[src/rtl/sar_seq_pkg.sv]
`timescale 1ns/1ps
package sar_seq_pkg;

  typedef enum logic {
    PH_ACQ  = 1'b0,
    PH_CONV = 1'b1
  } seq_phase_e;

  // Acquisition window is met when the ticks already seen plus the current one reach the minimum.
  function automatic logic window_met(input int unsigned seen, input int unsigned need);
    return (seen + 1) >= need;
  endfunction

  // Electrical level of the status pin for a logical active/inactive state.
  function automatic logic pin_level(input logic active, input logic act_high);
    return act_high ? active : ~active;
  endfunction

endpackage

[src/rtl/sar_cctick_gen.sv]
`timescale 1ns/1ps
module sar_cctick_gen #(
  parameter int SCLK_DIV = 2
) (
  input  logic clk,
  input  logic rst_n,
  input  logic soft_rst,
  input  logic src_sel,
  input  logic osc_tick,
  input  logic sclk,
  output logic cc_tick
);
  localparam int DW = (SCLK_DIV > 1) ? $clog2(SCLK_DIV) : 1;
  localparam logic [DW-1:0] DIV_LAST = DW'(SCLK_DIV - 1);

  logic          sclk_q;
  logic [DW-1:0] div_q;
  logic          sclk_rise;
  logic          div_wrap;

  assign sclk_rise = sclk & ~sclk_q;
  assign div_wrap  = (div_q == DIV_LAST);

  always_ff @(posedge clk or negedge rst_n) begin
    if (!rst_n) begin
      sclk_q <= 1'b0;
      div_q  <= '0;
    end else begin
      sclk_q <= sclk;
      if (soft_rst) begin
        div_q <= '0;
      end else if (src_sel && sclk_rise) begin
        div_q <= div_wrap ? '0 : div_q + 1'b1;
      end
    end
  end

  assign cc_tick = src_sel ? (sclk_rise & div_wrap) : osc_tick;

  // a divided serial tick needs a fresh sclk rise, so two ticks never abut
  a_r5_no_abutting_serial_ticks: assert property (@(posedge clk) disable iff (!rst_n)
    (src_sel && cc_tick && !soft_rst) |=> !(src_sel && cc_tick));

  // in serial mode a tick only ever coincides with a rising sclk edge
  a_r5_tick_on_rise: assert property (@(posedge clk) disable iff (!rst_n)
    (src_sel && cc_tick) |-> (sclk && !sclk_q));

endmodule

[src/rtl/sar_phase_ctrl.sv]
`timescale 1ns/1ps
module sar_phase_ctrl
  import sar_seq_pkg::*;
#(
  parameter int CONV_LEN = 18,
  parameter int ACQ_MIN  = 3,
  parameter int RES_W    = 12
) (
  input  logic             clk,
  input  logic             rst_n,
  input  logic             soft_rst,
  input  logic             cc_tick,
  input  logic             auto_mode,
  input  logic             start_n,
  input  logic [RES_W-1:0] result_in,
  output logic             sample_en,
  output logic             convert_en,
  output logic             conv_done,
  output logic [RES_W-1:0] result_o
);
  localparam int CW = $clog2(CONV_LEN);
  localparam int AW = $clog2(ACQ_MIN + 1);
  localparam logic [CW-1:0] CONV_LAST = CW'(CONV_LEN - 1);

  seq_phase_e       phase_q;
  logic [CW-1:0]    conv_q;
  logic [AW-1:0]    acq_q;
  logic [RES_W-1:0] res_q;

  logic acq_ok;
  logic trig_w;
  logic go_w;
  logic end_w;

  assign acq_ok = window_met(32'(acq_q), ACQ_MIN);
  assign trig_w = auto_mode | ~start_n;
  assign go_w   = cc_tick && (phase_q == PH_ACQ)  && acq_ok && trig_w;
  assign end_w  = cc_tick && (phase_q == PH_CONV) && (conv_q == CONV_LAST);

  always_ff @(posedge clk or negedge rst_n) begin
    if (!rst_n) begin
      phase_q <= PH_ACQ;
      conv_q  <= '0;
      acq_q   <= '0;
      res_q   <= '0;
    end else if (soft_rst) begin
      phase_q <= PH_ACQ;
      conv_q  <= '0;
      acq_q   <= '0;
    end else begin
      case (phase_q)
        PH_ACQ: begin
          if (go_w) begin
            phase_q <= PH_CONV;
            conv_q  <= '0;
          end else if (cc_tick && !acq_ok) begin
            acq_q <= acq_q + 1'b1;
          end
        end
        default: begin
          if (end_w) begin
            phase_q <= PH_ACQ;
            acq_q   <= '0;
            res_q   <= result_in;
          end else if (cc_tick) begin
            conv_q <= conv_q + 1'b1;
          end
        end
      endcase
    end
  end

  assign sample_en  = (phase_q == PH_ACQ);
  assign convert_en = (phase_q == PH_CONV);
  assign conv_done  = end_w;
  assign result_o   = res_q;

  // Independent tick counters that watch the outputs, used only by the checks below.
  logic [7:0] chk_conv_ticks;
  logic [7:0] chk_acq_ticks;
  always_ff @(posedge clk or negedge rst_n) begin
    if (!rst_n) begin
      chk_conv_ticks <= '0;
      chk_acq_ticks  <= '0;
    end else begin
      if (!convert_en || soft_rst) chk_conv_ticks <= '0;
      else if (cc_tick && chk_conv_ticks != 8'hFF) chk_conv_ticks <= chk_conv_ticks + 8'd1;
      if (!sample_en || soft_rst) chk_acq_ticks <= '0;
      else if (cc_tick && chk_acq_ticks != 8'hFF) chk_acq_ticks <= chk_acq_ticks + 8'd1;
    end
  end

  // every conversion that ends normally spans exactly CONV_LEN ticks
  a_r1_conv_length: assert property (@(posedge clk) disable iff (!rst_n)
    ($fell(convert_en) && !$past(soft_rst)) |-> (chk_conv_ticks == 8'(CONV_LEN)));

  // sampling lasts at least ACQ_MIN ticks before a conversion
  a_r2_acq_minimum: assert property (@(posedge clk) disable iff (!rst_n)
    $rose(convert_en) |-> (chk_acq_ticks >= 8'(ACQ_MIN)));

  // a met window plus a trigger on a tick starts a conversion
  a_r3_r4_trigger_starts: assert property (@(posedge clk) disable iff (!rst_n)
    (cc_tick && sample_en && acq_ok && (auto_mode || !start_n) && !soft_rst) |=> convert_en);

  // a running conversion is not cut short by any start request
  a_r10_conv_not_disturbed: assert property (@(posedge clk) disable iff (!rst_n)
    (convert_en && !end_w && !soft_rst) |=> (convert_en && $stable(result_o)));

  // the result word is captured on the ending tick
  a_r12_result_capture: assert property (@(posedge clk) disable iff (!rst_n)
    (end_w && !soft_rst) |=> (result_o == $past(result_in)));

endmodule

[src/rtl/sar_status_drv.sv]
`timescale 1ns/1ps
module sar_status_drv
  import sar_seq_pkg::*;
(
  input  logic clk,
  input  logic rst_n,
  input  logic soft_rst,
  input  logic int_mode,
  input  logic act_high,
  input  logic busy,
  input  logic conv_done,
  input  logic cs_n,
  output logic status_o
);
  logic cs_q;
  logic int_q;
  logic cs_fall;
  logic active_w;

  assign cs_fall = cs_q & ~cs_n;

  always_ff @(posedge clk or negedge rst_n) begin
    if (!rst_n) begin
      cs_q  <= 1'b1;
      int_q <= 1'b0;
    end else begin
      cs_q <= cs_n;
      if (soft_rst)       int_q <= 1'b0;
      else if (conv_done) int_q <= 1'b1;
      else if (cs_fall)   int_q <= 1'b0;
    end
  end

  assign active_w = int_mode ? int_q : busy;
  assign status_o = pin_level(active_w, act_high);

  // a pending interrupt persists until a read frame opens
  a_r7_int_holds: assert property (@(posedge clk) disable iff (!rst_n)
    (int_q && !cs_fall && !soft_rst) |=> int_q);

  // the end of a conversion raises the interrupt
  a_r7_int_sets: assert property (@(posedge clk) disable iff (!rst_n)
    (conv_done && !soft_rst) |=> int_q);

  // chip select falling clears the interrupt
  a_r8_cs_clears: assert property (@(posedge clk) disable iff (!rst_n)
    (cs_fall && !conv_done) |=> !int_q);

  // software reset drops a pending interrupt
  a_r11_soft_clears_int: assert property (@(posedge clk) disable iff (!rst_n)
    soft_rst |=> !int_q);

endmodule

[src/rtl/sar_seq_top.sv]
`timescale 1ns/1ps
module sar_seq_top #(
  parameter int CONV_LEN = 18,
  parameter int ACQ_MIN  = 3,
  parameter int RES_W    = 12,
  parameter int SCLK_DIV = 2
) (
  input  logic             clk,
  input  logic             rst_n,
  input  logic             soft_rst,
  input  logic             clk_src_sel,
  input  logic             osc_tick,
  input  logic             sclk,
  input  logic             auto_mode,
  input  logic             start_n,
  input  logic             stat_int_mode,
  input  logic             stat_act_high,
  input  logic             cs_n,
  input  logic [RES_W-1:0] result_in,
  output logic             sample_en,
  output logic             convert_en,
  output logic             status_o,
  output logic [RES_W-1:0] result_o
);
  logic cc_tick;
  logic conv_done;

  sar_cctick_gen #(.SCLK_DIV(SCLK_DIV)) u_tick (
    .clk      (clk),
    .rst_n    (rst_n),
    .soft_rst (soft_rst),
    .src_sel  (clk_src_sel),
    .osc_tick (osc_tick),
    .sclk     (sclk),
    .cc_tick  (cc_tick)
  );

  sar_phase_ctrl #(.CONV_LEN(CONV_LEN), .ACQ_MIN(ACQ_MIN), .RES_W(RES_W)) u_phase (
    .clk        (clk),
    .rst_n      (rst_n),
    .soft_rst   (soft_rst),
    .cc_tick    (cc_tick),
    .auto_mode  (auto_mode),
    .start_n    (start_n),
    .result_in  (result_in),
    .sample_en  (sample_en),
    .convert_en (convert_en),
    .conv_done  (conv_done),
    .result_o   (result_o)
  );

  sar_status_drv u_status (
    .clk       (clk),
    .rst_n     (rst_n),
    .soft_rst  (soft_rst),
    .int_mode  (stat_int_mode),
    .act_high  (stat_act_high),
    .busy      (convert_en),
    .conv_done (conv_done),
    .cs_n      (cs_n),
    .status_o  (status_o)
  );

  // software reset lands the sequencer in sampling
  a_r11_soft_to_sampling: assert property (@(posedge clk) disable iff (!rst_n)
    soft_rst |=> (sample_en && !convert_en));

  // in busy-flag mode the pin reflects a running conversion at the chosen level
  a_r6_busy_level: assert property (@(posedge clk) disable iff (!rst_n)
    !stat_int_mode |-> (status_o == (convert_en ~^ stat_act_high)));

  // sampling and converting never overlap
  a_r1_phase_exclusive: assert property (@(posedge clk) disable iff (!rst_n)
    $onehot({sample_en, convert_en}));

endmodule

[config.mk]
export PLATFORM = sky130hd
export DESIGN_NAME = sar_seq_top
export DESIGN_NICKNAME = d
export VERILOG_FILES = /design/src/rtl/sar_seq_pkg.sv /design/src/rtl/sar_cctick_gen.sv /design/src/rtl/sar_phase_ctrl.sv /design/src/rtl/sar_status_drv.sv /design/src/rtl/sar_seq_top.sv
export SDC_FILE = /design/constraint.sdc
export NUM_CORES = 1
export LEC_CHECK = 0
export ABC_AREA = 1
export CAP_MARGIN = 20
export CORE_MARGIN = 8
export CORE_UTILIZATION = 46
export CTS_CLUSTER_DIAMETER = 200
export DETAILED_ROUTE_END_ITERATION = 7
export HOLD_SLACK_MARGIN = 0.03
export PLACE_DENSITY = 0.78
export RECOVER_POWER = 25
export SLEW_MARGIN = 20
export SYNTH_ARGS = -nofsm -noshare
export SYNTH_HDL_FRONTEND = slang
export SYNTH_HIERARCHICAL = 1
export SYNTH_SLANG_ARGS = --single-unit
[constraint.sdc]
create_clock -name clk -period 2.2 [get_ports clk]
set_clock_uncertainty 0.2 [all_clocks]
set_input_delay 0.33 -clock clk [delete_from_list [all_inputs] [get_ports clk]]
set_output_delay 0.33 -clock clk [all_outputs]
set_load 0.005 [all_outputs]
== After elaboration in Yosys (flattened, before gate mapping) ==
Cells that the tools add are included.

* Bits of input ports: 23
* Register bits after elaboration: 24
* Logic and storage cells: 66
* Output and inout port bits: 15

* Reductions and logical operators: 15
* $lt $le $gt $ge: 1
* Add/sub/neg operators: 4
* Eq/ne operators: 5
* Multiplexer cells: 23
* Bitwise logic cells: 10

{| class="wikitable"
|+ Operator list
! cell !! number
|-
| $ge A32 B2 Y1 const B || 1
|-
| $mux W5 || 5
|-
| $mux W1 || 13
|-
| $mux W2 || 5
|-
| $reduce_and A3 Y1 || 3
|-
| $reduce_bool A3 Y1 || 3
|-
| $logic_and A1 B1 Y1 || 7
|-
| $ne A3 B2 Y1 const B || 2
|-
| $ne A3 B3 Y1 const B || 2
|-
| $not A1 Y1 || 6
|-
| $add A5 B1 Y5 const B || 1
|-
| $eq A5 B5 Y1 const B || 1
|-
| $add A2 B1 Y3 const B || 1
|-
| $and A1 B1 Y1 || 3
|-
| $add A2 B1 Y2 const B || 1
|-
| $reduce_bool A2 Y1 || 1
|-
| $add A1 B1 Y1 const B || 1
|-
| $logic_not A1 Y1 || 1
|-
| $or A1 B1 Y1 || 1
|}

== Longest topological paths before layout ==
* Depth in word-level cells: 10
* Depth in mapped cells: 11
* Depth with buffers taken out: 11

== Hierarchy ==
The synthesis kept the hierarchy.

{| class="wikitable"
|+ Modules (own cells, without submodules)
! module !! seq. area each (um2) !! times used !! area an instance (um2) !! cells each
|-
| sar_phase_ctrl || 500.5 || 1 || 1,027.2 || 132
|-
| sar_status_drv || 51.3 || 1 || 122.6 || 20
|-
| sar_cctick_gen || 50.0 || 1 || 102.6 || 14
|}

== Least setup slack after synthesis ==
Ideal clock, no wire load.

* Path kind: input -> register
* Start: input osc_tick
* End: register u_phase.res_q[11] (netlist: u_phase/result_o[11])
* Required time: 1.884 ns
* Arrival time: 1.384 ns
* Buffers on the path: 1
* Library setup time: 0.116 ns
* Stages on the path: 8
* Setup slack: 0.500 ns
* Path through: inv_1 -> o21ai_0 -> nand2_1 -> nor2_4 -> nand3_4 -> buf_2 -> nand2_1 -> nand2_1

* Longest elaborated chain between the ends: 4

{| class="wikitable"
|+ RTL lines
! item !! RTL line !! source
|-
| from (decl) || sar_seq_top.sv:12 || <nowiki>input logic osc_tick,</nowiki>
|-
| $mux W1 || sar_cctick_gen.sv:38 || <nowiki>assign cc_tick = src_sel ? (sclk_rise & div_wrap) : osc_tick;</nowiki>
|-
| named net cc_tick || sar_seq_top.sv:25 || <nowiki>logic cc_tick;</nowiki>
|-
| $logic_and A1 B1 Y1 (2 in a row) || sar_phase_ctrl.sv:38 || <nowiki>assign end_w = cc_tick && (phase_q == PH_CONV) && (conv_q == CONV_LAST);</nowiki>
|-
| $reduce_and A3 Y1 (no line) || n/a ||
|-
| to (signal assigned) || sar_phase_ctrl.sv:64 || <nowiki>res_q <= result_in;</nowiki>
|-
| to (decl) || sar_phase_ctrl.sv:28 || <nowiki>logic [RES_W-1:0] res_q;</nowiki>
|}

The timed path passes the listed nets, and every way through them passes these cells.
A chain may end at the register's enable or synchronous reset.

== Worst setup path after layout ==
* Start: register u_phase.phase_q (netlist: u_phase/convert_en)
* End: output status_o

* Longest elaborated chain between the ends: 3

{| class="wikitable"
|+ RTL lines
! item !! RTL line !! source
|-
| from (decl) || sar_phase_ctrl.sv:25 || <nowiki>seq_phase_e phase_q;</nowiki>
|-
| from (signal assigned) || sar_phase_ctrl.sv:42 || <nowiki>phase_q <= PH_ACQ;</nowiki>
|-
| from (signal assigned) || sar_phase_ctrl.sv:47 || <nowiki>phase_q <= PH_ACQ;</nowiki>
|-
| from (signal assigned) || sar_phase_ctrl.sv:54 || <nowiki>phase_q <= PH_CONV;</nowiki>
|-
| $mux W1 * || sar_status_drv.sv:34 || <nowiki>assign active_w = int_mode ? int_q : busy;</nowiki>
|-
| $not A1 Y1 || sar_seq_pkg.sv:16 || <nowiki>return act_high ? active : ~active;</nowiki>
|-
| $mux W1 * || sar_seq_pkg.sv:16 ||
|-
| to (decl) || sar_seq_top.sv:22 || <nowiki>output logic status_o,</nowiki>
|}

Every way passes the cells marked *; elsewhere a longest branch is shown, timed or not.

==> reports/results.ini <==
[place]
gp_congestion=0.8640
place.detailed.instances=235
io_buffers=37
place.detailed.hpwl_um=2265
dpl_cell_area_sq_um=1668

[route]
vias=1149
detail_route.wl_per_cell_um=12.38
dr.pass1.iters=4
dr.first_iter.drc_count=44
drcViolationCount=0
vias_per_cell=4.808
detail-route-antenna-nets=0
drt-total-wl_um=2959

[logic_synthesis]
synthesized_netlist_net_count=193
yosys_warnings=6
avgSynthCellArea_sq_um=7.545
netlist-cell-type-count=18
synth.yosys.seq_area_share_pct=48.05
synthesis.instances=166
syn_area_sq_um=1252
synth-seq-cells=24

[setup_path]
cp.buffers_inverters=1
worst_path_dominant_cell_family=buffers and inverters
cp_slowest_cell=sky130_fd_sc_hd__clkdlybuf4s50_1
cp_common_cell=sky130_fd_sc_hd__nand2_1
reg2reg_from=u_tick/sclk_q
worstSetupStartpoint=u_phase/convert_en
cp_slowest_stage_delay_ns=0.50
critPathMaxFanout=6
cells_traversed_along_the_worst_timing_path=nand2_1, nand3_1, nand2_1, clkdlybuf4s50_1
critPathArrivalTime_ns=1.51
timing.critical_path.to_type=primary output
cp.required_ns=1.67
timing.setup.critical_path_class=flip-flop to primary output
critPathLaunchType=flip-flop

[cells_and_area]
layout.cells.non_filler=239
sequential_cell_area_sq_um=601.8
finalNetCount=236
antenna_cells_inserted=0
final_area_sq_um=1693
layout_filler_cell_count=237
area.growth.synth_to_final_pct=35.16
final_util_pct=63.58
mostFrequentLayoutCell=sky130_fd_sc_hd__nand2_1
drive_gt1_share_pct=6.250
layout_common_cells=sky130_fd_sc_hd__nand2_1 (77), sky130_fd_sc_hd__clkdlybuf4s50_1 (33), sky130_fd_sc_hd__dfrtp_1 (23)
multi_input_area_sq_um=543.0

[cts]
max-clock-path-buffers=2
clock-root-buffer=sky130_fd_sc_hd__clkbuf_4
cts-resized-gates=0
insertion_delay_ns=0.31
clk_pin_slew_worst_paths_ns=0.12
clock_tree_from_tritoncts=done
numCtsBuffers=3
tritoncts_num_sinks=24
postCtsSetupRepairBufs=0
cts.htree.levels=1
cts_hold_buf=0

[die]
die-area_sq_um=4649
num_rows=19
die_h_um=68.18
floorplan.initialDensity_pct=47.04
die-width_um=68.18
num_io_pins=38
core_area_sq_um=2663

[grt]
grt_max_degree=25
track_usage_pct=13.71
first_global_vias=1134
first_pass_grt_wire_length_um=4974
number_of_antenna_violations_at_the_first_check_in_global_routing=0
grt_remaining_overflow=0

[timing]
max_slew.worst_pin.slew_ns=1.265
finalMaxSlewViolations=0
layout_min_cycle_time_ns=2.044
rsz0062_at_grt=no
final.setup.tns_ns=0
post-route-period-util_pct=92.90
hold_viol_final=0
timing.slew.headroom_pct=15.68
fmax_mhz=489.3
setup_viol_count_final=0

[power_and_ir_drop]
power.share.combinational_pct=11.5
power.switching_fraction_pct=22.92
p_leak_uw=0.0008711
max-vdd-ir-drop_v=0.0004166
power.switching_uw=168.2
clock_power_share_pct=26.9
power.density_nw_per_um2=433.5
power.internal_uw=565.6
power.sequential.fraction_pct=61.6

[run_status]
outcome=complete, no violations

[job]
max_cap_violations=0

[worst_hold_path]
hold_path.startpoint=u_phase/result_o[3]
holdCritPathClass=flip-flop to flip-flop

[cell usage after synthesis (all sizes together)]
| master | instances | area [sq um] |
|---|---|---|
| a211oi | 1 | 7.510 |
| nor2 | 12 | 62.56 |
| dfstp | 1 | 26.28 |
| buf | 2 | 16.26 |
| nand2 | 77 | 289.0 |
| inv | 23 | 86.33 |
| clkinv | 1 | 5.000 |
| nand4 | 5 | 31.28 |
| nand3 | 13 | 82.58 |
| dfrtp | 23 | 575.6 |
| o21ai | 4 | 20.02 |
| ha | 4 | 50.05 |
[layer usage]
metal	wire, um	track usage (%)	vias to the layer above
met1	1244	16.40	512
met4	51	5.627	0
met2	1380	22.27	41
met5	0	0	-
met3	283	4.419	6
li1	-	-	590
[kinds of logic (layout without fill, tap and decap cells)]
logic type	after synthesis	after routing	synth area share, %
adder cells (fa/ha/maj)	4	4	3.996
flip-flops	24	24	48.05
buffers and inverters	26	68	8.590
AO/OA/AOI/OAI	5	5	2.198
AND/OR/NAND/NOR	107	107	37.16
[stage by stage]
step	hold slack [ns]	power (uW)	setup WS (ns)
6_report	0.2940	733.8	0.1563
5_1_grt	0.3259	772.2	0.03634
4_1_cts	0.1491	747.8	0.06601
3_5_place_dp	0.2649	547.5	-0.05792
3_3_place_gp	0.2696	544.3	0.03650
2_1_floorplan	-0.1656	482.3	0.5000
[state kept, by name, indices dropped and copies added (netlist names)]
register and count:
u_phase/result_o 12, u_status/cs_q 1, u_phase/conv_q 5, u_phase/acq_q 2, u_status/int_q 1, u_phase/convert_en 1, u_tick/sclk_q 1, u_tick/div_q 1
[final cells by class]
class | count | share of cell area, %
repair buffers | 40 | 23.13
well taps | 31 | 2.291
clock buffers | 4 | 1.552
flip-flops and latches | 24 | 35.55
multi-input cells | 116 | 32.08
inverters | 24 | 5.395
[power groups by stage]
stage	logic, uW	clock network (uW)	registers, uW
finish	84.3	198	452
global route	93.9	225	453
CTS	87.6	208	452
detailed placement	87.1	0	460
global placement	84.7	0	460
floorplan	23.1	0	459
[worst reg2reg max path: cells and delay by family, from the launching register on]
kind	cells	cell delay [ns]
and+or+nand+nor	7	0.81
DFF	1	0.41
AOI/OAI and AO/OA	1	0.09
buffers and inverters	1	0.20
[final timing paths]
path,endpoint,depth (start not counted),slack [ns]
max,status_o,4,0.16
min,u_phase/result_o[3],2,0.29
max reg2reg,u_phase/result_o[9],9,0.44
min reg2reg,u_phase/result_o[3],2,0.29
max in group asynchronous,u_phase/result_o[5],2,0.47
min in group asynchronous,u_phase/acq_q[0],2,0.59
Power figures use the tool's default switching activity.
